### config.mk
export PLATFORM = sky130hd
export DESIGN_NAME = pclk_div_ctrl
export DESIGN_NICKNAME = d
export VERILOG_FILES = /design/src/rtl/pclk_div_pkg.sv /design/src/rtl/pclk_free_counter.sv /design/src/rtl/pclk_ratio_tracker.sv /design/src/rtl/pclk_prog_gen.sv /design/src/rtl/pclk_load_gen.sv /design/src/rtl/pclk_div_ctrl.sv
export SDC_FILE = /design/constraint.sdc
export NUM_CORES = 1
export LEC_CHECK = 0
export BUFFER_PORTS_ARGS = -buffer_cell sky130_fd_sc_hd__buf_4
export CORE_AREA = 5 5 42 44
export DETAILED_ROUTE_END_ITERATION = 6
export DIE_AREA = 0 0 47 49
export PLACE_DENSITY = 0.68
export SLEW_MARGIN = 20
export SYNTH_ARGS = -nofsm -noshare
export SYNTH_HDL_FRONTEND = slang
export SYNTH_SLANG_ARGS = --single-unit
### constraint.sdc
create_clock -name clk -period 6.33 [get_ports clk]
set_clock_uncertainty 0.2 [all_clocks]
set_input_delay 1.899 -clock clk [delete_from_list [all_inputs] [get_ports clk]]
set_output_delay 1.899 -clock clk [all_outputs]
set_load 0.005 [all_outputs]
### src/rtl/pclk_div_pkg.sv
package pclk_div_pkg;

   // Multiplex relationship between pixel clock and load clock.
   typedef enum logic {
      MUX_ONE_TO_ONE = 1'b0,
      MUX_TWO_TO_ONE = 1'b1
   } mux_mode_e;

   // Width of the shared counter: enough bits for the largest divisor.
   function automatic int cnt_width(input int min_log, input int sel_w);
      return min_log + (1 << sel_w) - 1;
   endfunction

endpackage

### src/rtl/pclk_free_counter.sv
module pclk_free_counter #(
   parameter int CNT_W = 5
) (
   input  logic             clk,
   input  logic             rst_n,
   output logic [CNT_W-1:0] count
);

   generate
      if (CNT_W < 1) begin : g_bad_width
         $error("pclk_free_counter: CNT_W must be at least 1");
      end
   endgenerate

   // Free-running; all divisors are powers of two dividing 2**CNT_W,
   // so wrap-around is always a common period boundary.
   always_ff @(posedge clk or negedge rst_n) begin
      if (!rst_n) count <= '0;
      else        count <= count + 1'b1;
   end

endmodule

### src/rtl/pclk_ratio_tracker.sv
module pclk_ratio_tracker #(
   parameter int MIN_LOG = 2,
   parameter int SEL_W   = 2,
   parameter int CNT_W   = 5
) (
   input  logic             clk,
   input  logic             rst_n,
   input  logic [CNT_W-1:0] count,
   input  logic [SEL_W-1:0] req_sel,
   output logic [SEL_W-1:0] eff_sel
);

   localparam int NSEL = 1 << SEL_W;

   logic [SEL_W-1:0] held_sel;
   logic [SEL_W-1:0] wide_sel;
   logic [NSEL-1:0]  at_start;
   logic             common_start;

   // at_start[s] is set when the counter sits on a period start for ratio s.
   for (genvar s = 0; s < NSEL; s++) begin : g_start
      assign at_start[s] = ~|count[MIN_LOG+s-1:0];
   end

   // A boundary shared by both ratios is a boundary of the larger one.
   assign wide_sel     = (req_sel > held_sel) ? req_sel : held_sel;
   assign common_start = at_start[wide_sel];
   assign eff_sel      = common_start ? req_sel : held_sel;

   always_ff @(posedge clk or negedge rst_n) begin
      if (!rst_n) held_sel <= '0;
      else        held_sel <= eff_sel;
   end

endmodule

### src/rtl/pclk_prog_gen.sv
module pclk_prog_gen #(
   parameter int MIN_LOG = 2,
   parameter int SEL_W   = 2,
   parameter int CNT_W   = 5
) (
   input  logic [CNT_W-1:0] count,
   input  logic [SEL_W-1:0] sel,
   output logic             div_clk,
   output logic             div_en
);

   localparam int NSEL = 1 << SEL_W;

   logic [NSEL-1:0] clk_opt;
   logic [NSEL-1:0] en_opt;

   // Ratio s divides by 2**(MIN_LOG+s): the top bit of that window gives
   // the half-period phase, and all ones marks the terminal cycle.
   for (genvar s = 0; s < NSEL; s++) begin : g_ratio
      assign clk_opt[s] = ~count[MIN_LOG+s-1];
      assign en_opt[s]  = &count[MIN_LOG+s-1:0];
   end

   assign div_clk = clk_opt[sel];
   assign div_en  = en_opt[sel];

endmodule

### src/rtl/pclk_load_gen.sv
module pclk_load_gen
   import pclk_div_pkg::*;
(
   input  logic      phase_bit,
   input  mux_mode_e mode,
   output logic      ld_clk,
   output logic      ld_en
);

   always_comb begin
      if (mode == MUX_TWO_TO_ONE) begin
         ld_clk = ~phase_bit;
         ld_en  = phase_bit;
      end else begin
         // Full-rate load: the pixel clock itself is the load clock, so
         // the enable stays active and the level output stays high.
         ld_clk = 1'b1;
         ld_en  = 1'b1;
      end
   end

endmodule

### src/rtl/pclk_div_ctrl.sv
module pclk_div_ctrl
   import pclk_div_pkg::*;
#(
   parameter int MIN_LOG = 2,
   parameter int SEL_W   = 2
) (
   input  logic             clk,
   input  logic             rst_n,
   input  logic             mux_ratio,
   input  logic [SEL_W-1:0] div_sel,
   output logic             load_clk,
   output logic             load_en,
   output logic             prog_clk,
   output logic             prog_en
);

   localparam int CNT_W = cnt_width(MIN_LOG, SEL_W);

   generate
      if (MIN_LOG < 1) begin : g_bad_min
         $error("pclk_div_ctrl: smallest divisor must be at least 2");
      end
      if (SEL_W < 1 || SEL_W > 3) begin : g_bad_sel
         $error("pclk_div_ctrl: SEL_W must be between 1 and 3");
      end
   endgenerate

   logic [CNT_W-1:0] count;
   logic [SEL_W-1:0] eff_sel;
   mux_mode_e        mode;

   assign mode = mux_mode_e'(mux_ratio);

   pclk_free_counter #(.CNT_W(CNT_W)) u_cnt (
      .clk   (clk),
      .rst_n (rst_n),
      .count (count)
   );

   pclk_ratio_tracker #(.MIN_LOG(MIN_LOG), .SEL_W(SEL_W), .CNT_W(CNT_W)) u_trk (
      .clk     (clk),
      .rst_n   (rst_n),
      .count   (count),
      .req_sel (div_sel),
      .eff_sel (eff_sel)
   );

   pclk_prog_gen #(.MIN_LOG(MIN_LOG), .SEL_W(SEL_W), .CNT_W(CNT_W)) u_prog (
      .count   (count),
      .sel     (eff_sel),
      .div_clk (prog_clk),
      .div_en  (prog_en)
   );

   pclk_load_gen u_load (
      .phase_bit (count[0]),
      .mode      (mode),
      .ld_clk    (load_clk),
      .ld_en     (load_en)
   );

endmodule

==> impl_metrics.yaml, run 1 <==
run_status:
  run_status: "complete, no violations"
clocking:
  tritoncts.num_buffers: 3
  cts_resized: 0
  clock_tree.root_cell: "clkbuf_4"
  cts.sinks: 7
  cts_post_setup_buffers_inserted: 0
  tritoncts_clock_tree: "done"
  cts_hold_repair.buffers: 0
  cts.clk_slew.worst_paths_ns: 0.05
  worstSkewPairLatency_ns: 0.25
  htree_levels: 1
  cts-root-to-sink-buffers: 2
detailed_routing:
  detail_route.wl_per_cell_um: 14.2
  firstDrtPassIters: 3
  vias: 549
  vias_per_cell: 5.78
  drt_iter0_drc: 7
  wl_um: 1350
  detail_route.drc_violations: 0
  route.antenna.remaining_nets: 0
synthesis:
  ys.flop_type: "dfrtp_1"
  synthTopCellsByArea: "dfrtp_1, ha_1, nand2_1, inv_1, mux2_4"
  synth_cell_types: 26
  synthesis.nets: 77
  synth-async-reset-ratio_pct: 100
  ys_seq_area_share_pct: 27.8
  yosys_warnings: 0
  gate_count_post_synth: 65
  yosys.area.top_type: "dfrtp_1"
  synth_commonest_cells: "nand2_1, inv_1, dfrtp_1, ha_1"
  synth_area_um2: 629
  synth_edf_count: 0
  post-synth-top-count-cell: "nand2_1"
  ys_ff_latch: 7
  avgSynthCellArea_um2: 9.68
  netlist.area_leader.share_pct: 27.8
sta:
  worst-slew-pin-transition_ns: 0.362
  rsz0062_at_grt: "no"
  worst_slack_ns: 0.163
  final.min_clock_period_ns: 6.17
  timing.final.crit_share_pct: 97.4
  fmax_mhz: 162
  final_hold_viol_count: 0
  final_setup_vio_count: 0
  tns_ns: 0
  final-max-slew-violation-count: 0
  timing.max_slew.rel_slack_pct: 75.8
critical_path:
  endpoint_kind: "output port"
  start_kind: "input pin"
  worst_r2r_endpoint: "u_trk.held_sel[0]"
  crit_type: "in2out"
  rr_worst_depth: 7
  worstPathMaxFanout: 6
  cp-startpoint: "div_sel[1]"
  regToRegSetupSlack_ns: 3.93
  reg2reg_from: "u_trk.held_sel[1]"
  endpoint: "prog_clk"
  cp.arrival_ns: 4.07
  worst_ep_required_time_ns: 4.23
finish:
  antenna_cells: 0
  area_growth_pct: 19.3
  final_net_count: 92
  num-fill-cells: 139
  final_layout_size_suffix_gt1_share_pct: 30.4
place:
  place.detailed.hpwl_um: 1030
  dpl_worst_slack_ns: 0.166
  place_congestion: 0.755
  place.port_buffers: 8
worst_hold_path:
  hold_path_class: "reg2reg"
die:
  die_height_um: 49
  floorplan.die_area_mm2: 0.00230
  dieWidth_um: 47
  start_util_pct: 44.9
  core-area_mm2: 0.00140
  design.portCount: 9
  row_count: 14
global_route:
  pin_count_of_the_biggest_net_entering_global_routing: 8
  grt_antenna_before_repair: 0
  global_route.usage.total_pct: 14.0
  grt_pass1_vias: 531
  grt_remaining_overflow: 0
  first_pass_grt_wire_length_um: 2250
flow_run:
  max_cap_violations: 0
power_and_ir_drop:
  powerDensity_mw_per_mm2: 218
  power_leakage_uw: 0.000354
  power.ir.vdd_worst_uv: 132
==> layer usage <==
metal  track usage (%)  up-vias  share of wire [%]  routed length, µm
met5                 0        -                  0                  0
met4              13.8        0                4.1                 55
met2              21.9       10                 51                693
met1              15.2      270                 43                576
li1                  -      265                  -                  -
met3              1.11        4                1.9                 26
==> layout by cell type (no fill, tap or decap), drive strengths merged <==
| master | count |
|---|---|
| nor2b | 1 |
| mux2 | 4 |
| ha | 7 |
| o311ai | 1 |
| a311o | 1 |
| a311oi | 1 |
| a41oi | 1 |
| a41o | 1 |
| o211ai | 1 |
| a31oi | 1 |
| xnor2 | 1 |
| mux2i | 1 |
| nand2 | 12 |
| and3 | 1 |
| nand3b | 1 |
| clkbuf | 4 |
| o21ai | 1 |
| a22oi | 3 |
| dfrtp | 7 |
| nand3 | 3 |
| inv | 8 |
| o221a | 1 |
| a211oi | 2 |
| buf | 10 |
| nor2 | 4 |
| nor4b | 1 |
==> report_power, final <==
group | internal, µW | leakage [µW] | switching (µW)
clock network | 24.1 | 0.0000150 | 16.9
logic | 33.6 | 0.000255 | 36.2
registers | 47.9 | 0.0000843 | 5.17
total | 106 | 0.000354 | 58.3
==> worst max-delay path, stage by stage <==
cell      delay (ns)
buf_4           0.12
inv_1           0.07
ha_1            0.32
nor4b_2         0.31
a31oi_2         0.12
a311oi_4        0.37
nor2_2          0.09
mux2_4          0.33
mux2_4          0.30
buf_4           0.13
==> stage by stage <==
step / instances / utilization (%) / hold slack [ns] / total power (µW) / area (µm²)
after CTS: 95 / 53.6 / 0.333 / 167 / 751
final: 95 / 53.6 / 0.322 / 164 / 751
after detailed placement: 91 / 51.7 / 0.328 / 123 / 724
after floorplan: 65 / - / 0.274 / 103 / 629
after global routing: 95 / 53.6 / 0.373 / 177 / 751
after global placement: 91 / 51.7 / 0.315 / 121 / 724
==> cell type report <==
| type | count | area, µm² | share of cell area, % |
|---|---|---|---|
| Multi-Input combinational cell | 50 | 424 | 56.5 |
| Sequential cell | 7 | 175 | 23.3 |
| Timing Repair Buffer | 10 | 75.1 | 10.0 |
| Inverter | 8 | 30.0 | 4.00 |
| Clock buffer | 4 | 26.3 | 3.50 |
| Tap cell | 16 | 20.0 | 2.67 |
==> how the worst min path moves through the flow <==
stage / from / to / slack [ns] / cells after the start
final: u_cnt.count[0] / u_cnt.count[0] / 0.32 / 1
after global routing: u_cnt.count[0] / u_cnt.count[0] / 0.37 / 1
after CTS: u_cnt.count[0] / u_cnt.count[0] / 0.33 / 1
after detailed placement: u_cnt.count[0] / u_cnt.count[0] / 0.33 / 1
after global placement: u_cnt.count[0] / u_cnt.count[0] / 0.31 / 1
after floorplan: u_cnt.count[0] / u_cnt.count[0] / 0.27 / 1
==> flip-flops by register name (all words and copies together) (netlist names) <==
| signal | flops |
|---|---|
| u_cnt.count | 5 |
| u_trk.held_sel | 2 |
==> logic make-up (layout without fill, tap and decap cells) <==
| kind of cell | Yosys count | count (layout) | synth area share (%) |
|---|---|---|---|
| and+or+nand+nor | 23 | 23 | 17.9 |
| AOI/OAI and AO/OA | 14 | 14 | 24.3 |
| buffers and inverters | 8 | 22 | 4.77 |
| adders and majority gates | 7 | 7 | 13.9 |
| DFF | 7 | 7 | 27.8 |
| muxes | 5 | 5 | 9.94 |
| xor gates and xnor gates | 1 | 1 | 1.39 |
Note: power is estimated with default switching activity, not from simulation.
==> run 2: changes to the inputs <==
--- a/config.mk
+++ b/config.mk
@@ -9,8 +9,8 @@
 export CORE_AREA = 5 5 42 44
 export DETAILED_ROUTE_END_ITERATION = 6
 export DIE_AREA = 0 0 47 49
-export PLACE_DENSITY = 0.68
 export SLEW_MARGIN = 20
 export SYNTH_ARGS = -nofsm -noshare
 export SYNTH_HDL_FRONTEND = slang
+export SYNTH_HIERARCHICAL = 1
 export SYNTH_SLANG_ARGS = --single-unit
==> impl_metrics.yaml, run 2 <==
clocking:
  tritoncts.num_buffers: 3
  clock_tree.root_cell: "clkbuf_4"
  cts_hold_repair.buffers: 0
  cts.sinks: 7
  cts_post_setup_buffers_inserted: 0
  tritoncts_clock_tree: "done"
  htree_levels: 1
  cts-root-to-sink-buffers: 2
  cts.clk_slew.worst_paths_ns: 0.05
  cts_resized: 0
  worstSkewPairLatency_ns: 0.25
critical_path:
  cp.arrival_ns: 3.99
  cp-startpoint: "div_sel[1]"
  worst_ep_required_time_ns: 4.23
  reg2reg_from: "u_trk/held_sel[1]"
  start_kind: "input pin"
  worstPathMaxFanout: 2
  crit_type: "in2out"
  endpoint_kind: "output port"
synthesis:
  ys.flop_type: "dfrtp_1"
  synthesis.nets: 52
  synth-async-reset-ratio_pct: 100
  synth_edf_count: 0
  avgSynthCellArea_um2: 9.92
  yosys_warnings: 6
  netlist.area_leader.share_pct: 41.1
  synth_cell_types: 20
  post-synth-top-count-cell: "inv_1"
  ys_seq_area_share_pct: 41.1
  ys_ff_latch: 7
  gate_count_post_synth: 43
  yosys.area.top_type: "dfrtp_1"
  synthTopCellsByArea: "dfrtp_1, ha_1, inv_1, mux4_2, xnor2_1"
  synth_commonest_cells: "inv_1, dfrtp_1, ha_1, nand2_1"
  synth_area_um2: 427
global_route:
  pin_count_of_the_biggest_net_entering_global_routing: 9
  grt_antenna_before_repair: 0
  global_route.usage.total_pct: 8.30
  grt_remaining_overflow: 0
  first_pass_grt_wire_length_um: 1300
  grt_pass1_vias: 337
die:
  row_count: 14
  dieWidth_um: 47
  die_height_um: 49
  design.portCount: 9
  floorplan.die_area_mm2: 0.00230
  core-area_mm2: 0.00140
  start_util_pct: 30.4
finish:
  stdcell_area_um2: 541
  final_layout_size_suffix_gt1_share_pct: 25.0
  regArea_um2: 175
  antenna_cells: 0
  top_register: "u_cnt/count"
  multiInputGateArea_um2: 221
  area_growth_pct: 26.7
  largest_register_ff_count: 5
  instances_no_fill: 72
  mostFrequentLayoutCell: "buf_4"
  reg.largest.list: "u_cnt/count (5), u_trk/held_sel (2)"
  final_net_count: 66
  final_cell_mix: "buf_4, inv_1, dfrtp_1, ha_1, nand2_1"
  num-fill-cells: 153
detailed_routing:
  drt_iter0_drc: 3
  route.antenna.remaining_nets: 0
  firstDrtPassIters: 2
  wl_um: 768
  detail_route.wl_per_cell_um: 10.7
  vias_per_cell: 4.61
  detail_route.drc_violations: 0
  vias: 332
sta:
  timing.max_slew.rel_slack_pct: 81.1
  tns_ns: 0
  timing.final.crit_share_pct: 96.2
  final_setup_vio_count: 0
  rsz0062_at_grt: "no"
  final-max-slew-violation-count: 0
  fmax_mhz: 164
  holdWs_ns: 0.339
  worst-slew-pin-transition_ns: 0.276
  final_hold_viol_count: 0
  final.min_clock_period_ns: 6.09
  worst_slack_ns: 0.242
power_and_ir_drop:
  powerDensity_mw_per_mm2: 220
  internal_power_consumption_uw: 87.6
  clock_power_share_pct: 33.7
  power.combinational.fraction_pct: 25.2
  p_seq_share_pct: 41.2
  p_sw_share_pct: 26.5
  power.ir.vdd_worst_uv: 121
  switchingPower_uw: 31.5
  power_leakage_uw: 0.000270
place:
  place_congestion: 0.763
  placedInstanceArea_um2: 514
  count_of_placed_standard_cells_including_taps: 68
  place.port_buffers: 8
  dpl_worst_slack_ns: 0.215
  place.detailed.hpwl_um: 603
flow_run:
  max_cap_violations: 0
run_status:
  run_status: "complete, no violations"
worst_hold_path:
  hold_path_startpoint: "u_cnt/count[3]"
  hold_path_class: "reg2reg"
run 2: cell types whose count changed in the layout (fill, tap and decap cells not counted), sizes merged, moves of 2 or more:
cell / before / now
nand2: 12 / 4
a22oi: 3 / 0
ha: 7 / 4
mux2: 4 / 1
a211oi: 2 / 0
nand2b: 0 / 2
nor2: 4 / 2
run 2: kinds of logic after synthesis:
group / Yosys count / share of synthesized area [%]
buf+inv: 8 / 7.04
simple gates: 12 / 14.4
flops: 7 / 41.1
xor+xnor: 3 / 6.16
fa+ha+maj: 4 / 11.7
compound gates: 6 / 9.38
mux: 3 / 10.3
run 2: final timing paths:
check                      cells after the start           endpoint  slack (ns)
min                                            1     u_cnt/count[3]        0.34
max in group asynchronous                      1  u_trk/held_sel[1]        4.56
max                                           11           prog_clk        0.24
min in group asynchronous                      1     u_cnt/count[3]        1.25
max reg2reg                                    8  u_trk/held_sel[1]        4.24
min reg2reg                                    1     u_cnt/count[3]        0.34
run 2: critical path, stage by stage:
cell and delay, ns:
buf_4 0.08, inv_1 0.04, ha_1 0.29, nand2b_1 0.16
a21oi_1 0.19, nor3_1 0.08, o21ai_1 0.22, mux2i_1 0.33
mux4_2 0.53, inv_1 0.06, buf_4 0.10
run 2: through the flow:
stage | total power (µW) | utilization (%)
floorplan | 68.9 | -
global placement | 79.8 | 36.7
detailed placement | 80.7 | 36.7
CTS | 122 | 38.6
global route | 129 | 38.6
finish | 119 | 38.6
run 2: per-layer routing:
| layer | GRT usage, % | part of all wire (%) |
|---|---|---|
| met1 | 9.44 | 47 |
| met2 | 10.9 | 44 |
| met3 | 1.11 | 3.0 |
| met4 | 11.1 | 5.7 |
| met5 | 0 | 0 |
run 2: power by group through the flow:
| stage | registers, µW | logic, µW | clock network, µW |
|---|---|---|---|
| 2_1_floorplan | 49.4 | 19.5 | 0 |
| 3_3_place_gp | 49.7 | 30.1 | 0 |
| 3_5_place_dp | 49.9 | 30.9 | 0 |
| 4_1_cts | 49.1 | 30.9 | 42.2 |
| 5_1_grt | 49.4 | 34.3 | 45.5 |
| 6_report | 49.0 | 30.0 | 40.1 |
run 2: layout make-up:
type                            count  area share [%]
Timing Repair Buffer                9            12.5
Clock buffer                        4            4.86
Sequential cell                     7            32.4
Multi-Input combinational cell     28            41.0
Tap cell                           16            3.70
Inverter                            8            5.56
